===== config.mk =====
export PLATFORM = sky130hd
export DESIGN_NAME = nvm_sum_seq
export DESIGN_NICKNAME = d
export VERILOG_FILES = /design/src/rtl/nvm_sum_pkg.sv /design/src/rtl/nvm_sum_acc.sv /design/src/rtl/nvm_sum_idx.sv /design/src/rtl/nvm_sum_seq.sv
export SDC_FILE = /design/constraint.sdc
export NUM_CORES = 1
export LEC_CHECK = 0
export ABC_AREA = 1
export CAP_MARGIN = 20
export CELL_PAD_IN_SITES_DETAIL_PLACEMENT = 1
export CELL_PAD_IN_SITES_GLOBAL_PLACEMENT = 2
export CORE_AREA = 2 2 119 121
export CTS_CLUSTER_SIZE = 25
export DETAILED_ROUTE_END_ITERATION = 7
export DIE_AREA = 0 0 121 123
export PLACE_DENSITY = 0.73
export SLEW_MARGIN = 10
export SYNTH_ARGS = -nofsm -noshare
export SYNTH_HDL_FRONTEND = slang
export SYNTH_HIERARCHICAL = 1
export SYNTH_SLANG_ARGS = --single-unit

===== constraint.sdc =====
create_clock -name clk -period 2.07 [get_ports clk]
set_clock_uncertainty 0.2 [all_clocks]
set_input_delay 0.414 -clock clk [delete_from_list [all_inputs] [get_ports clk]]
set_output_delay 0.414 -clock clk [all_outputs]
set_load 0.05 [all_outputs]

===== src/rtl/nvm_sum_pkg.sv =====
package nvm_sum_pkg;

   typedef enum logic [1:0] {
      ST_IDLE = 2'd0,
      ST_RD   = 2'd1,
      ST_GAP  = 2'd2,
      ST_WR   = 2'd3
   } nvm_sum_st_e;

   typedef enum logic {
      OP_CHECK = 1'b0,
      OP_FIX   = 1'b1
   } nvm_sum_op_e;

endpackage


===== src/rtl/nvm_sum_acc.sv =====
module nvm_sum_acc #(
   parameter int unsigned DATA_W = 16
) (
   input  logic              clk,
   input  logic              rst_n,
   input  logic              clr_i,
   input  logic              add_i,
   input  logic [DATA_W-1:0] word_i,
   output logic [DATA_W-1:0] sum_o,
   output logic [DATA_W-1:0] sum_next_o
);

   logic [DATA_W-1:0] sum_q;

   // modulo 2^DATA_W: the carry out is simply dropped
   assign sum_next_o = sum_q + word_i;
   assign sum_o      = sum_q;

   always_ff @(posedge clk or negedge rst_n) begin
      if (!rst_n) begin
         sum_q <= '0;
      end else if (clr_i) begin
         sum_q <= '0;
      end else if (add_i) begin
         sum_q <= sum_next_o;
      end
   end

endmodule


===== src/rtl/nvm_sum_idx.sv =====
module nvm_sum_idx #(
   parameter int unsigned ADDR_W = 8
) (
   input  logic              clk,
   input  logic              rst_n,
   input  logic              clr_i,
   input  logic              inc_i,
   output logic [ADDR_W-1:0] idx_o
);

   logic [ADDR_W-1:0] idx_q;

   assign idx_o = idx_q;

   always_ff @(posedge clk or negedge rst_n) begin
      if (!rst_n) begin
         idx_q <= '0;
      end else if (clr_i) begin
         idx_q <= '0;
      end else if (inc_i) begin
         idx_q <= idx_q + 1'b1;
      end
   end

endmodule


===== src/rtl/nvm_sum_seq.sv =====
module nvm_sum_seq
   import nvm_sum_pkg::*;
#(
   parameter int unsigned ADDR_W    = 8,
   parameter int unsigned DATA_W    = 16,
   parameter int unsigned SUM_IDX   = 'h3F,
   parameter int unsigned SIGNATURE = 'hBABA,
   parameter bit          WDATA_REG = 1'b1
) (
   input  logic              clk,
   input  logic              rst_n,
   input  logic              start_i,
   input  logic              mode_i,
   output logic              busy_o,
   output logic              done_o,
   output logic              err_o,
   output logic              valid_o,
   output logic              mem_req_o,
   output logic              mem_we_o,
   output logic [ADDR_W-1:0] mem_addr_o,
   output logic [DATA_W-1:0] mem_wdata_o,
   input  logic [DATA_W-1:0] mem_rdata_i,
   input  logic              mem_done_i,
   input  logic              mem_err_i
);

   localparam logic [ADDR_W-1:0] LAST_IDX = ADDR_W'(SUM_IDX);
   localparam logic [DATA_W-1:0] SIG      = DATA_W'(SIGNATURE);

   // elaboration-time parameter checks
   if (SUM_IDX < 1 || SUM_IDX >= (64'd1 << ADDR_W)) begin : g_bad_idx
      $error("nvm_sum_seq: SUM_IDX must lie in 1 .. 2**ADDR_W-1");
   end
   if (DATA_W < 2 || SIGNATURE >= (64'd1 << DATA_W)) begin : g_bad_sig
      $error("nvm_sum_seq: SIGNATURE must fit in DATA_W bits");
   end

   nvm_sum_st_e       state_q;
   nvm_sum_op_e       mode_q;
   logic              done_q;
   logic              err_q;
   logic              valid_q;

   logic              accept;
   logic              rd_ok;
   logic              fin_rd;
   logic [ADDR_W-1:0] idx;
   logic [DATA_W-1:0] sum;
   logic [DATA_W-1:0] sum_next;
   logic [DATA_W-1:0] wdata;

   assign accept = (state_q == ST_IDLE) && start_i;
   assign rd_ok  = (state_q == ST_RD) && mem_done_i && !mem_err_i;
   // a check ends on the read of the checksum slot itself
   assign fin_rd = (mode_q == OP_CHECK) && (idx == LAST_IDX);

   nvm_sum_acc #(.DATA_W(DATA_W)) u_acc (
      .clk        (clk),
      .rst_n      (rst_n),
      .clr_i      (accept),
      .add_i      (rd_ok),
      .word_i     (mem_rdata_i),
      .sum_o      (sum),
      .sum_next_o (sum_next)
   );

   nvm_sum_idx #(.ADDR_W(ADDR_W)) u_idx (
      .clk   (clk),
      .rst_n (rst_n),
      .clr_i (accept),
      .inc_i (rd_ok && !fin_rd),
      .idx_o (idx)
   );

   // write data: registered during the gap cycle, or taken straight from the sum
   if (WDATA_REG) begin : g_wd_reg
      logic [DATA_W-1:0] wdata_q;
      always_ff @(posedge clk or negedge rst_n) begin
         if (!rst_n) begin
            wdata_q <= '0;
         end else if (state_q == ST_GAP) begin
            wdata_q <= SIG - sum;
         end
      end
      assign wdata = wdata_q;
   end else begin : g_wd_comb
      assign wdata = SIG - sum;
   end

   always_ff @(posedge clk or negedge rst_n) begin
      if (!rst_n) begin
         state_q <= ST_IDLE;
         mode_q  <= OP_CHECK;
         done_q  <= 1'b0;
         err_q   <= 1'b0;
         valid_q <= 1'b0;
      end else begin
         done_q <= 1'b0;
         unique case (state_q)
            ST_IDLE: begin
               if (start_i) begin
                  mode_q  <= nvm_sum_op_e'(mode_i);
                  err_q   <= 1'b0;
                  valid_q <= 1'b0;
                  state_q <= ST_RD;
               end
            end
            ST_RD: begin
               if (mem_err_i) begin
                  err_q   <= 1'b1;
                  done_q  <= 1'b1;
                  state_q <= ST_IDLE;
               end else if (mem_done_i) begin
                  if (fin_rd) begin
                     valid_q <= (sum_next == SIG);
                     done_q  <= 1'b1;
                     state_q <= ST_IDLE;
                  end else begin
                     state_q <= ST_GAP;
                  end
               end
            end
            ST_GAP: begin
               state_q <= ((mode_q == OP_FIX) && (idx == LAST_IDX)) ? ST_WR : ST_RD;
            end
            ST_WR: begin
               if (mem_err_i || mem_done_i) begin
                  err_q   <= mem_err_i;
                  done_q  <= 1'b1;
                  state_q <= ST_IDLE;
               end
            end
            default: state_q <= ST_IDLE;
         endcase
      end
   end

   assign busy_o      = (state_q != ST_IDLE);
   assign done_o      = done_q;
   assign err_o       = err_q;
   assign valid_o     = valid_q;
   assign mem_req_o   = (state_q == ST_RD) || (state_q == ST_WR);
   assign mem_we_o    = (state_q == ST_WR);
   assign mem_addr_o  = idx;
   assign mem_wdata_o = wdata;

endmodule


=== After elaboration in Yosys (flattened, before gate mapping) ===
Cells that the tools add are included.

* Add/subtract/negate cells: 3
* Equal/unequal tests: 12
* Mux-type cells: 24
* Bitwise gates (word level): 1
* Reductions and logical operators: 20

{| class="wikitable"
|+ Operators with widths
! operator !! count
|-
| two-way mux 16 bit || 2
|-
| adder 16 bit || 1
|-
| equality test 16 bit, second input constant || 1
|-
| two-way mux 8 bit || 2
|-
| subtractor 16 bit, first input constant || 1
|-
| two-way mux 2 bit || 6
|-
| two-way mux 1 bit || 10
|-
| != test 2 bit, second input constant || 5
|-
| adder 8 x 1 -> 8 bit, second input constant || 1
|-
| equality test 8 x 6 -> 1 bit, second input constant || 1
|-
| one-hot mux 2 bit (4 select lines) || 1
|-
| nonzero test 2 bit || 4
|-
| logical AND 1 bit || 6
|-
| AND reduction 5 bit || 1
|-
| equality test 2 bit, second input constant || 2
|-
| one-hot mux 1 bit (2 select lines) || 2
|-
| AND reduction 4 bit || 1
|-
| != test 3 bit, second input constant || 1
|-
| one-hot mux 1 bit (3 select lines) || 1
|-
| AND reduction 3 bit || 1
|-
| nonzero test 3 bit || 1
|-
| equality test 2 x 1 -> 1 bit, second input constant || 1
|-
| zero test 1 bit || 2
|-
| zero test 2 bit || 1
|-
| other kinds (4) || 5
|}

* Bits in registers: 46
* Bits of input ports: 22
* Logic and storage cells: 68

=== Depth between registers and ports, before layout ===
* Depth after elaboration: 6
* Depth in mapped cells: 17

=== Hierarchy ===
The synthesis kept the hierarchy.

{| class="wikitable"
|+ Modules (own cells, without submodules)
! module !! times used !! cells an instance !! area each (um2) !! seq. area each (um2)
|-
| nvm_sum_seq || 1 || 240 || 1,589.0 || 550.5
|-
| nvm_sum_acc || 1 || 239 || 1,569.0 || 400.4
|-
| nvm_sum_idx || 1 || 60 || 473.0 || 200.2
|}

=== Worst setup path after synthesis ===
OpenSTA, ideal clock, no wires.

* Path type: input to register
* Start: input port mem_rdata_i[0]
* End: register valid_q, in the netlist valid_o
* Setup time: 65 ps
* Arrival time: 2,025 ps
* Data required time: 1,805 ps
* Setup slack: -220 ps
* Cell stages on the path: 16
* Cells stage by stage: ha_1 > fa_1 > nand2_1 > nand2_1 > nand3b_1 > nand2_2 > nand2_1 > nand3_1 > and2_1 > inv_1 > nand4_1 > nor2_1 > nand2_1 > nor2_1 > nand3_1 > nand2_1

* Longest elaborated chain between the ends: 6

{| class="wikitable"
|+ Ends and longest elaborated chain
! what !! line !! source
|-
| from (decl) || nvm_sum_seq.sv:22 || <nowiki>input logic [DATA_W-1:0] mem_rdata_i,</nowiki>
|-
| adder 16 bit || nvm_sum_acc.sv:16 || <nowiki>assign sum_next_o = sum_q + word_i;</nowiki>
|-
| net sum_next[14] || nvm_sum_seq.sv:49 || <nowiki>logic [DATA_W-1:0] sum_next;</nowiki>
|-
| equality test 16 bit || nvm_sum_seq.sv:115 || <nowiki>valid_q <= (sum_next == SIG);</nowiki>
|-
| two-way mux 1 bit || nvm_sum_seq.sv:114 || <nowiki>if (fin_rd) begin</nowiki>
|-
| two-way mux 1 bit || nvm_sum_seq.sv:113 || <nowiki>end else if (mem_done_i) begin</nowiki>
|-
| two-way mux 1 bit || nvm_sum_seq.sv:109 || <nowiki>if (mem_err_i) begin</nowiki>
|-
| one-hot mux 1 bit (2 select lines) || nvm_sum_seq.sv:99 || <nowiki>unique case (state_q)</nowiki>
|-
| to (signal assigned) || nvm_sum_seq.sv:115 ||
|-
| to (decl) || nvm_sum_seq.sv:42 || <nowiki>logic valid_q;</nowiki>
|}

The timed path passes the listed nets, and every way through them passes these cells. The select of a mux whose other input is x is not followed.
A chain may end at the register's enable or synchronous reset.

=== Worst setup path in the final report ===
* Start: input port mem_rdata_i[13]
* End: register valid_q, in the netlist valid_o

The elaborated chain is that of the path after synthesis.

==> impl_metrics.env <==
export IMPL_p_leak_nw=2.800
export IMPL_drv_slew=0
export IMPL_cts_max_path_buffers=2
export IMPL_design_area_sq_mm=0.005399
export IMPL_via_count=3792
export IMPL_port_buffers=51
export IMPL_ys_seq_elements=46
export IMPL_hold_ws_ps=290.1
export IMPL_postRouteWirelength_um=11550
export IMPL_drc=0
export IMPL_end_kind="flop"
export IMPL_ant_nets=0
export IMPL_core_sq_mm=0.01361
export IMPL_timing_critical_path_buf_inv=3
export IMPL_cts_made_buffers=5
export IMPL_drv_cap=0
export IMPL_critical_path_class="in -> reg"
export IMPL_ys_types=34
export IMPL_instances_no_fill=856
export IMPL_clkSinkCount=46
export IMPL_start_util_pct=26.68
export IMPL_hpwl_um=9196
export IMPL_hold_class="reg -> reg"
export IMPL_drt_pre_antenna_iters=4
export IMPL_root_buffer="clkbuf_16"
export IMPL_fmaxAchievable_mhz=416.2
export IMPL_overflow=0
export IMPL_relSlewSlack_pct=65.03
export IMPL_ys_flop_type="dfrtp_1"
export IMPL_worstMarginPinSlew_ps=523.9
export IMPL_multi_input_area_sq_mm=0.002390
export IMPL_crit_fanout=4
export IMPL_die_area_sq_mm=0.01488
export IMPL_grt_max_degree=47
export IMPL_cts_tree="yes"
export IMPL_path_depth=16
export IMPL_synth_cells=539
export IMPL_arrival_ps=2430
export IMPL_syn_area_per_cell_sq_um=6.737
export IMPL_wl_per_cell_um=13.50
export IMPL_antenna_found_initial=0
export IMPL_worstPathRequired_ps=2100
export IMPL_htreeDepth=2
export IMPL_final_seq_area_sq_mm=0.001151
export IMPL_place_gp_congestion=0.7897
export IMPL_min_period_ps=2403
export IMPL_grt_pass1_wl_um=19000
export IMPL_diodes=0
export IMPL_drt_initial_drc_count=110
export IMPL_p_per_area_mw_per_mm2=1413
export IMPL_status="complete, but fails checks"
export IMPL_syn_num_nets=584
export IMPL_worst_slack_ps=-333.0
export IMPL_slowest_stage="clkdlybuf4s50_1"
export IMPL_syn_cell_area_sq_mm=0.003631
export IMPL_clkTransAtPathRegs_ps=60
export IMPL_yosys_area_top_type_share_pct=31.70
export IMPL_whs_path_depth=2
export IMPL_yosys_top_cells_area="dfrtp_1 (32%), nand2_1 (19%), inv_1 (7.9%)"
export IMPL_syn2layout_area_growth_pct=48.69
export IMPL_violations="negative setup slack"
export IMPL_rows=43
export IMPL_placed_area_sq_mm=0.004898
export IMPL_die_w_um=121
export IMPL_critPathMostFrequentCell="nand2_1"
export IMPL_r2r_cells=16
export IMPL_die_h_um=123
export IMPL_hold_viol=0
export IMPL_nFillCells=1683
export IMPL_critPathMaxStageDelay_ps=520
export IMPL_synth_area_leader_cell="dfrtp_1"
export IMPL_crit_chain="clkdlybuf4s50_1, ha_4, nand2_2, inv_1, nand2_1, nand2_1, a21oi_2, nand3_2, and2_1, inv_1, nand4_1, nor2_1, nand2_1, nor2_1, nand3_1, nand2_1"
export IMPL_cp_start_kind="primary input"
export IMPL_synth_edff_count=0
export IMPL_track_usage_pct=16.00
export IMPL_insertion_delay_ps=290
export IMPL_fin_tns_setup_ps=-337.7
export IMPL_cp_top_family="simple AND/OR/NAND/NOR gates"
export IMPL_yosys_warnings=6
export IMPL_ys_seq_area_share_pct=31.70
export IMPL_first_global_vias=4053
export IMPL_async_reset_ff_share_pct=100.0
export IMPL_rsz0062_at_grt="yes"
export IMPL_drive_above_1_share_pct=30.18
export IMPL_ir_drop_mv=0.3888
export IMPL_nets=720
export IMPL_finalSetupViolations=2
export IMPL_io_pins=52
export IMPL_routed_via_density=4.430
export IMPL_period_share_pct=116.1
export IMPL_dpl_cell_count=839
export IMPL_power_mw=7.627
## through the flow
step / utilization, % / setup slack [ps]
6_report: 39.66 / -333.0
5_1_grt: 39.66 / -532.0
4_1_cts: 38.64 / -415.1
3_5_place_dp: 35.99 / -806.6
3_3_place_gp: 35.99 / -737.5
2_1_floorplan: - / -162.1
## worst min-delay path: stages (launching register included)
cell     delay (ps)
dfrtp_1         350
nand2_1          60
nand2_1          60
## routing by layer
layer | vias up | track usage [%] | wire [um]
li1 | 1959 | - | -
met1 | 1769 | 19.27 | 5154
met2 | 51 | 30.02 | 5944
met3 | 13 | 1.891 | 269
met4 | 0 | 4.215 | 182
met5 | - | 0 | 0
## logic make-up after synthesis
| family | share of synthesized area [%] |
|---|---|
| xor gates and xnor gates | 3.308 |
| adders and majority gates | 8.132 |
| DFF | 31.70 |
| and+or+nand+nor | 40.01 |
| AOI/OAI and AO/OA | 6.651 |
| buffers and inverters | 10.20 |
## flip-flops by register name, indices dropped and copies added (netlist names)
name	cells
err_o	1
u_acc/sum_o	16
mode_q	1
valid_o	1
state_q	2
u_idx/idx_o	8
mem_wdata_o	16
done_o	1
## cell usage in the layout, fill, tap and decap left out, types with 5 or more instances in the layout
cell	Yosys	final
and2_1	7	6
dlymetal6s2s_1	0	5
nand2_1	183	173
inv_2	7	9
o21ai_0	11	11
o21ai_1	6	6
ha_4	0	13
ha_1	22	9
buf_4	2	107
a21oi_1	17	12
dfrtp_1	46	46
nand4_1	9	9
nor2_2	3	8
nand3_1	41	36
xor2_1	8	7
dlygate4sd2_1	0	6
nand3b_1	7	7
a21oi_2	0	5
nor2_1	47	42
nand3_2	5	9
clkdlybuf4s50_1	0	10
clkbuf_16	0	5
buf_12	0	7
nand2_2	15	23
inv_1	76	74
## layout make-up
cell class	instances	share of cell area (%)
Inverter	83	5.771
Tap cell	180	4.171
Multi-Input combinational cell	402	44.26
Clock inverter	1	0.09270
Sequential cell	46	21.32
Timing Repair Buffer	137	21.74
Clock buffer	7	2.642
## synthesized netlist by cell type, types with 2 or more instances
cell type	count
nor2_4	2
inv_1	76
xor2_2	2
nor2_1	47
o21ai_1	6
nor3_2	4
dfrtp_1	46
nand2_2	15
nand3_1	41
a31oi_1	2
o21ai_0	11
nor2_2	3
inv_2	7
nand3_2	5
a21oi_1	17
ha_1	22
xnor2_1	2
and2_1	7
nand3b_1	7
nand2_1	183
buf_4	2
a22o_1	3
xor2_1	8
nand4_1	9
buf_2	3
## path summary, 6_finish.rpt
path                                   end       startpoint  slack, ps
setup / recovery                   valid_o  mem_rdata_i[13]       -330
hold / removal             mem_wdata_o[14]  mem_wdata_o[14]        290
setup reg to reg                   valid_o   u_acc/sum_o[0]       -320
hold reg to reg            mem_wdata_o[14]  mem_wdata_o[14]        290
max in group asynchronous  u_acc/sum_o[11]            rst_n       1000
min in group asynchronous            err_o            rst_n        440
## timing repair
action                     CTS  global route
hold buffers                 1             0
pin swaps                   20            13
gates resized for setup     30            30
setup endpoints to repair   13            20
buffers inserted             9             4
hold endpoints to repair    46             0
## power breakdown
part	total, mW	leakage (nW)	internal (mW)	switching, mW
logic	5.28	2.13	2.28	3.00
registers	1.52	0.597	1.23	0.290
clock network	0.824	0.0739	0.480	0.344
Power figures use the tool's default switching activity.
